--- config.mk ---
export PLATFORM = sky130hd
export DESIGN_NAME = disk_timing_cfg
export DESIGN_NICKNAME = d
export VERILOG_FILES = /design/src/rtl/dtcfg_pkg.sv /design/src/rtl/dtcfg_ctrl.sv /design/src/rtl/dtcfg_regs.sv /design/src/rtl/disk_timing_cfg.sv
export SDC_FILE = /design/constraint.sdc
export NUM_CORES = 1
export LEC_CHECK = 0
export ABC_CLOCK_PERIOD_IN_PS = 3380
export BUFFER_PORTS_ARGS = -buffer_cell sky130_fd_sc_hd__buf_2
export CORE_UTILIZATION = 55
export DETAILED_ROUTE_END_ITERATION = 6
export HOLD_SLACK_MARGIN = 0.03
export PLACE_DENSITY = 0.8
export SLEW_MARGIN = 30
export SYNTH_ARGS = -nofsm -noshare
export SYNTH_HDL_FRONTEND = slang
export SYNTH_SLANG_ARGS = --single-unit
--- constraint.sdc ---
create_clock -name clk -period 3.38 [get_ports clk]
set_input_delay 0.676 -clock clk [delete_from_list [all_inputs] [get_ports clk]]
set_output_delay 0.676 -clock clk [all_outputs]
set_load 0.02 [all_outputs]
--- src/rtl/dtcfg_pkg.sv ---
package dtcfg_pkg;
  localparam logic [7:0] OFF_PRI  = 8'h40;
  localparam logic [7:0] OFF_SEC  = 8'h42;
  localparam logic [7:0] OFF_DEV  = 8'h44;
  localparam logic [7:0] OFF_UCTL = 8'h48;
  localparam logic [7:0] OFF_UTIM = 8'h4A;
  localparam logic [7:0] OFF_CFG  = 8'h54;

  localparam int HALF_W = 16;
  localparam int BYTE_W = 8;

  typedef enum logic [1:0] {
    SZ_BYTE = 2'd0, SZ_HALF = 2'd1, SZ_WORD = 2'd2, SZ_RSVD = 2'd3
  } accSize_e;

  typedef enum logic [3:0] {
    SEL_NONE, SEL_PRI, SEL_PRI_HI, SEL_SEC, SEL_SEC_HI, SEL_DEV,
    SEL_UCTL, SEL_UTIM, SEL_CFG, SEL_CFG_LO, SEL_CFG_HI
  } rdSel_e;

  typedef struct packed {
    logic   wrPri;
    logic   wrSec;
    logic   wrDev;
    logic   wrUCtl;
    logic   wrUTim;
    logic   wrCfgLo;
    logic   wrCfgHi;
    logic   hiFromLane0;
    logic   rdStb;
    rdSel_e rdSel;
  } strobe_t;
endpackage

--- src/rtl/dtcfg_ctrl.sv ---
module dtcfg_ctrl
  import dtcfg_pkg::*;
#(
  parameter int OFF_W = 8
) (
  input  logic             clk,
  input  logic             rstN,
  input  logic             accValid,
  input  logic             accWrite,
  input  logic [1:0]       accSize,
  input  logic [OFF_W-1:0] accOffset,
  output strobe_t          strb,
  output logic             rdValid,
  output logic             accError
);
  logic       legal;
  logic [7:0] off8;

  // Offsets above the 8-bit decode window never match a register.
  assign off8 = 8'(accOffset);

  always_comb begin
    strb  = '0;
    strb.rdSel = SEL_NONE;
    legal = 1'b0;
    if (accValid && (OFF_W <= 8 || (accOffset >> 8) == '0)) begin
      unique case (accSize_e'(accSize))
        SZ_BYTE: begin
          unique case (off8)
            OFF_DEV: begin
              legal = 1'b1;
              if (accWrite) strb.wrDev = 1'b1; else strb.rdSel = SEL_DEV;
            end
            OFF_UCTL: begin
              legal = 1'b1;
              if (accWrite) strb.wrUCtl = 1'b1; else strb.rdSel = SEL_UCTL;
            end
            OFF_PRI + 8'd1: begin
              legal = !accWrite;
              if (!accWrite) strb.rdSel = SEL_PRI_HI;
            end
            OFF_SEC + 8'd1: begin
              legal = !accWrite;
              if (!accWrite) strb.rdSel = SEL_SEC_HI;
            end
            OFF_CFG: begin
              legal = 1'b1;
              if (accWrite) strb.wrCfgLo = 1'b1; else strb.rdSel = SEL_CFG_LO;
            end
            OFF_CFG + 8'd1: begin
              legal = 1'b1;
              if (accWrite) begin
                strb.wrCfgHi     = 1'b1;
                strb.hiFromLane0 = 1'b1;
              end else strb.rdSel = SEL_CFG_HI;
            end
            default: legal = 1'b0;
          endcase
        end
        SZ_HALF: begin
          unique case (off8)
            OFF_PRI: begin
              legal = 1'b1;
              if (accWrite) strb.wrPri = 1'b1; else strb.rdSel = SEL_PRI;
            end
            OFF_SEC: begin
              legal = 1'b1;
              if (accWrite) strb.wrSec = 1'b1; else strb.rdSel = SEL_SEC;
            end
            OFF_UCTL: begin
              legal = 1'b1;
              if (accWrite) strb.wrUCtl = 1'b1; else strb.rdSel = SEL_UCTL;
            end
            OFF_UTIM: begin
              legal = 1'b1;
              if (accWrite) strb.wrUTim = 1'b1; else strb.rdSel = SEL_UTIM;
            end
            OFF_CFG: begin
              legal = 1'b1;
              if (accWrite) begin
                strb.wrCfgLo = 1'b1;
                strb.wrCfgHi = 1'b1;
              end else strb.rdSel = SEL_CFG;
            end
            default: legal = 1'b0;
          endcase
        end
        SZ_WORD: begin
          unique case (off8)
            OFF_PRI: begin
              legal = 1'b1;
              if (accWrite) strb.wrPri = 1'b1; else strb.rdSel = SEL_PRI;
            end
            OFF_CFG: begin
              legal = 1'b1;
              if (accWrite) begin
                strb.wrCfgLo = 1'b1;
                strb.wrCfgHi = 1'b1;
              end else strb.rdSel = SEL_CFG;
            end
            default: legal = 1'b0;
          endcase
        end
        default: legal = 1'b0;
      endcase
      strb.rdStb = !accWrite;
    end
  end

  always_ff @(posedge clk) begin
    if (!rstN) begin
      rdValid  <= 1'b0;
      accError <= 1'b0;
    end else begin
      rdValid  <= accValid && !accWrite;
      accError <= accValid && !legal;
    end
  end

  // the error pulse only ever follows an access
  assert_err_follows_access_R6: assert property (@(posedge clk) disable iff (!rstN)
    accError |-> $past(accValid));
  // read valid only follows a read access
  assert_rdvalid_follows_read_R8: assert property (@(posedge clk) disable iff (!rstN)
    rdValid |-> $past(accValid && !accWrite));
endmodule

--- src/rtl/dtcfg_regs.sv ---
module dtcfg_regs
  import dtcfg_pkg::*;
#(
  parameter int          DATA_W     = 32,
  parameter int          CMD_W      = 16,
  parameter int          IO_BIT     = 0,
  parameter int          BM_BIT     = 2,
  parameter logic [15:0] TIMING_RST = 16'h8000
) (
  input  logic              clk,
  input  logic              rstN,
  input  strobe_t           strb,
  input  logic [DATA_W-1:0] wrData,
  input  logic              stdCmdWrite,
  input  logic [CMD_W-1:0]  stdCmdData,
  output logic [DATA_W-1:0] rdData,
  output logic              ioEnable,
  output logic              busMasterEnable
);
  logic [HALF_W-1:0] priTiming, secTiming, uTiming;
  logic [BYTE_W-1:0] devTiming, uCtl, cfgLo, cfgHi;
  logic [DATA_W-1:0] rdMux;

  always_ff @(posedge clk) begin
    if (!rstN) begin
      priTiming <= TIMING_RST;
      secTiming <= TIMING_RST;
      uTiming   <= '0;
      devTiming <= '0;
      uCtl      <= '0;
      cfgLo     <= '0;
      cfgHi     <= '0;
    end else begin
      if (strb.wrPri)   priTiming <= wrData[HALF_W-1:0];
      if (strb.wrSec)   secTiming <= wrData[HALF_W-1:0];
      if (strb.wrUTim)  uTiming   <= wrData[HALF_W-1:0];
      if (strb.wrDev)   devTiming <= wrData[BYTE_W-1:0];
      if (strb.wrUCtl)  uCtl      <= wrData[BYTE_W-1:0];
      if (strb.wrCfgLo) cfgLo     <= wrData[BYTE_W-1:0];
      if (strb.wrCfgHi) cfgHi     <= strb.hiFromLane0 ? wrData[BYTE_W-1:0]
                                                     : wrData[HALF_W-1:BYTE_W];
    end
  end

  always_comb begin
    unique case (strb.rdSel)
      SEL_PRI:    rdMux = DATA_W'(priTiming);
      SEL_PRI_HI: rdMux = DATA_W'(priTiming[HALF_W-1:BYTE_W]);
      SEL_SEC:    rdMux = DATA_W'(secTiming);
      SEL_SEC_HI: rdMux = DATA_W'(secTiming[HALF_W-1:BYTE_W]);
      SEL_DEV:    rdMux = DATA_W'(devTiming);
      SEL_UCTL:   rdMux = DATA_W'(uCtl);
      SEL_UTIM:   rdMux = DATA_W'(uTiming);
      SEL_CFG:    rdMux = DATA_W'({cfgHi, cfgLo});
      SEL_CFG_LO: rdMux = DATA_W'(cfgLo);
      SEL_CFG_HI: rdMux = DATA_W'(cfgHi);
      default:    rdMux = '0;
    endcase
  end

  always_ff @(posedge clk) begin
    if (!rstN) begin
      rdData          <= '0;
      ioEnable        <= 1'b0;
      busMasterEnable <= 1'b0;
    end else begin
      if (strb.rdStb) rdData <= rdMux;
      if (stdCmdWrite) begin
        ioEnable        <= stdCmdData[IO_BIT];
        busMasterEnable <= stdCmdData[BM_BIT];
      end
    end
  end

  // a timing register moves only under its own write strobe
  assert_pri_hold_R6: assert property (@(posedge clk) disable iff (!rstN)
    !strb.wrPri |=> $stable(priTiming));
  // a high-byte config write leaves the low byte alone
  assert_cfg_lo_keep_R5: assert property (@(posedge clk) disable iff (!rstN)
    (strb.wrCfgHi && !strb.wrCfgLo) |=> $stable(cfgLo));
  // enables follow the command value one cycle later
  assert_cmd_capture_R7: assert property (@(posedge clk) disable iff (!rstN)
    stdCmdWrite |=> (ioEnable == $past(stdCmdData[IO_BIT]))
                 && (busMasterEnable == $past(stdCmdData[BM_BIT])));
  // enables hold without a command write
  assert_cmd_hold_R7: assert property (@(posedge clk) disable iff (!rstN)
    !stdCmdWrite |=> $stable(ioEnable) && $stable(busMasterEnable));
endmodule

--- src/rtl/disk_timing_cfg.sv ---
module disk_timing_cfg
  import dtcfg_pkg::*;
#(
  parameter int          DATA_W     = 32,
  parameter int          OFF_W      = 8,
  parameter int          CMD_W      = 16,
  parameter int          IO_BIT     = 0,
  parameter int          BM_BIT     = 2,
  parameter logic [15:0] TIMING_RST = 16'h8000
) (
  input  logic              clk,
  input  logic              rstN,
  input  logic              accValid,
  input  logic              accWrite,
  input  logic [1:0]        accSize,
  input  logic [OFF_W-1:0]  accOffset,
  input  logic [DATA_W-1:0] wrData,
  input  logic              stdCmdWrite,
  input  logic [CMD_W-1:0]  stdCmdData,
  output logic [DATA_W-1:0] rdData,
  output logic              rdValid,
  output logic              accError,
  output logic              ioEnable,
  output logic              busMasterEnable
);
  strobe_t strb;

  dtcfg_ctrl #(.OFF_W(OFF_W)) uCtrl (
    .clk(clk), .rstN(rstN), .accValid(accValid), .accWrite(accWrite),
    .accSize(accSize), .accOffset(accOffset), .strb(strb),
    .rdValid(rdValid), .accError(accError)
  );

  dtcfg_regs #(
    .DATA_W(DATA_W), .CMD_W(CMD_W), .IO_BIT(IO_BIT), .BM_BIT(BM_BIT),
    .TIMING_RST(TIMING_RST)
  ) uRegs (
    .clk(clk), .rstN(rstN), .strb(strb), .wrData(wrData),
    .stdCmdWrite(stdCmdWrite), .stdCmdData(stdCmdData), .rdData(rdData),
    .ioEnable(ioEnable), .busMasterEnable(busMasterEnable)
  );
endmodule

==> impl_metrics.env <==
export IMPL_ys_ff_latch=100
export IMPL_seq_area_frac_synth=0.382
export IMPL_drv_cap=0
export IMPL_clk_latency_ps=390
export IMPL_netlist_area_leader_share=0.382
export IMPL_core_um2=9240
export IMPL_grt_pass1_wl_mm=22.1
export IMPL_rsz0062_at_grt="false"
export IMPL_yosysMostFrequentCell="dfxtp_1"
export IMPL_dieArea_um2=9930
export IMPL_period_minus_slack_ps=2960
export IMPL_wl_per_cell_um=19.1
export IMPL_synthTopCellsByArea="dfxtp_1 38%, mux2i_1 16%, nor2_1 6.7%"
export IMPL_tightest_slew_ps=944
export IMPL_cts_tree="built"
export IMPL_syn_cell_area_um2=5240
export IMPL_hold_violations=0
export IMPL_place_ws_ps=82.9
export IMPL_grt_max_degree=53
export IMPL_setup_slack_ps=418
export IMPL_vias=4519
export IMPL_synth_top_family_by_area="multiplexers"
export IMPL_ios=99
export IMPL_synthSimpleGateAreaFrac=0.167
export IMPL_start_util=0.567
export IMPL_nNetsFinal=669
export IMPL_postSynthAreaPerCell_um2=9.71
export IMPL_ys_types=66
export IMPL_synth_adder_area_share=0.00955
export IMPL_gp_congestion=0.869
export IMPL_synth_compound_area_frac=0.149
export IMPL_clk_path_buf_depth=2
export IMPL_overflow=0
export IMPL_postCtsResizedCells=0
export IMPL_syn_inst=540
export IMPL_cts_buffers_inserted=9
export IMPL_cp_required_ps=3620
export IMPL_grt_usage=0.290
export IMPL_drive_gt1_frac=0.241
export IMPL_drt_pass1_iterations=4
export IMPL_dp_hpwl_mm=9.64
export IMPL_whs_ps=504
export IMPL_yosys_area_top_type="dfxtp_1"
export IMPL_num_antenna_cells=0
export IMPL_route_detailed_drc=0
export IMPL_yosys_top_cells_count="100 x dfxtp_1, 93 x nor2_1, 83 x mux2i_1"
export IMPL_synthArstFlopShare=0
export IMPL_cts_sinks=100
export IMPL_slew_viol_final=0
export IMPL_synth_mux_area_frac=0.228
export IMPL_yosys_most_used_dff="dfxtp_1"
export IMPL_synth_warnings=0
export IMPL_cp_max_fo=10
export IMPL_fmax_mhz=338
export IMPL_drt_total_wl_mm=14.0
export IMPL_fp_dieH_um=99.6
export IMPL_clock_skew_ps=15.8
export IMPL_fp_dieW_um=99.6
export IMPL_antenna_found_initial=0
export IMPL_leakagePower_nw=2.42
export IMPL_std_cell_rows=35
export IMPL_clockRootBuffer="clkbuf_8"
export IMPL_maxSlewHeadroom=0.371
export IMPL_h_tree_depth=3
export IMPL_tns_ps=0
export IMPL_area_growth_pct=12.1
export IMPL_end_kind="register"
export IMPL_cts_setup_buffers=0
export IMPL_grt_pass1_vias=4227
export IMPL_hp_class="reg -> reg"
export IMPL_worst_ep_arrival_time_ps=3200
export IMPL_portBuffers=52
export IMPL_post_drt_via_cell_ratio=6.14
export IMPL_setup_viol=0
export IMPL_synth_edf_count=0
export IMPL_status="finished, final reports clean"
export IMPL_path_clk_slew_ps=100
export IMPL_start_kind="primary input"
export IMPL_drt_iter0_drc=354
export IMPL_synth_xor_area_share=0.00167
export IMPL_setup_worst_path_class="in -> reg"
export IMPL_ir_worst_vdd_mv=0.311
export IMPL_period_share=0.876
export IMPL_power_density_nw_per_um2=360
export IMPL_ant_nets=0
export IMPL_hold_buffers=0
state kept, by name (all words and copies together), names as in the netlist:
signal / cells
uRegs.devTiming: 8
uCtrl.accError: 1
uRegs.rdData: 16
uRegs.busMasterEnable: 1
uRegs.ioEnable: 1
uRegs.uCtl: 8
uRegs.cfgLo: 8
uCtrl.rdValid: 1
uRegs.priTiming: 16
uRegs.cfgHi: 8
uRegs.uTiming: 16
uRegs.secTiming: 16
stage by stage:
step | cells | power (mW) | cell area (um^2) | utilization
floorplan | 555 | 1.32 | 5300 | -
global placement | 720 | 1.38 | 5680 | 0.614
detailed placement | 720 | 1.38 | 5680 | 0.615
CTS | 736 | 2.11 | 5880 | 0.636
global route | 736 | 2.17 | 5880 | 0.636
finish | 736 | 2.11 | 5880 | 0.636
final cells by class:
| class | instances | area [um^2] |
|---|---|---|
| inverter | 5 | 18.8 |
| timing repair buffer | 84 | 513 |
| clock buffer | 9 | 124 |
| tap | 129 | 161 |
| fill | 771 | 3360 |
| sequential | 100 | 2000 |
| clock inverter | 7 | 67.6 |
| multi-input combinational | 402 | 2990 |
worst paths after layout:
path	from	end	slack, ps	cells past startpoint
setup reg to reg	uRegs.priTiming[8]	uRegs.rdData[0]	2110	4
setup / recovery	accSize[1]	uRegs.rdData[6]	420	10
hold / removal	uRegs.devTiming[5]	uRegs.devTiming[5]	500	2
hold reg to reg	uRegs.devTiming[5]	uRegs.devTiming[5]	500	2
critical path, stage by stage:
cell      delay (ps)
buf_2            100
inv_1             50
ha_1             180
or4b_1           210
nor3_2            50
a31oi_2          730
buf_4            320
mux2_2           350
a222oi_1         400
a21oi_1          110
layout by cell type (no fill, tap or decap), types with 6 or more instances in the layout:
cell type	n
a211oi_1	17
o2111ai_1	8
mux2i_1	83
conb_1	16
nor2_1	93
mux2_1	10
nand3_1	7
mux2_2	13
mux2_4	7
a22oi_1	8
a221oi_1	6
clkbuf_8	9
nand2_1	20
nand4_1	7
buf_4	31
a21oi_1	17
dfxtp_1	100
buf_2	52
a222oi_1	7
a32oi_1	8
power breakdown:
part	total (mW)	switching (mW)	leakage, nW	internal, mW
logic	0.178	0.123	1.52	0.0552
registers	1.18	0.00110	0.806	1.18
clock network	0.754	0.468	0.0924	0.286
total	2.11	0.592	2.42	1.52
per-layer routing:
metal	global-route usage	vias up	part of all wire
li1	-	2092	-
met1	0.395	2190	0.43
met2	0.452	211	0.46
met3	0.0654	26	0.089
met4	0.103	0	0.017
met5	0	-	0
cell families (layout without fill, tap and decap cells):
family	after synthesis	after routing
mux	113	113
xor+xnor	1	1
buf+inv	53	105
simple gates	170	170
other cells	1	16
flops	100	100
compound gates	98	98
fa+ha+maj	4	4
(Power assumes the default switching activity.)
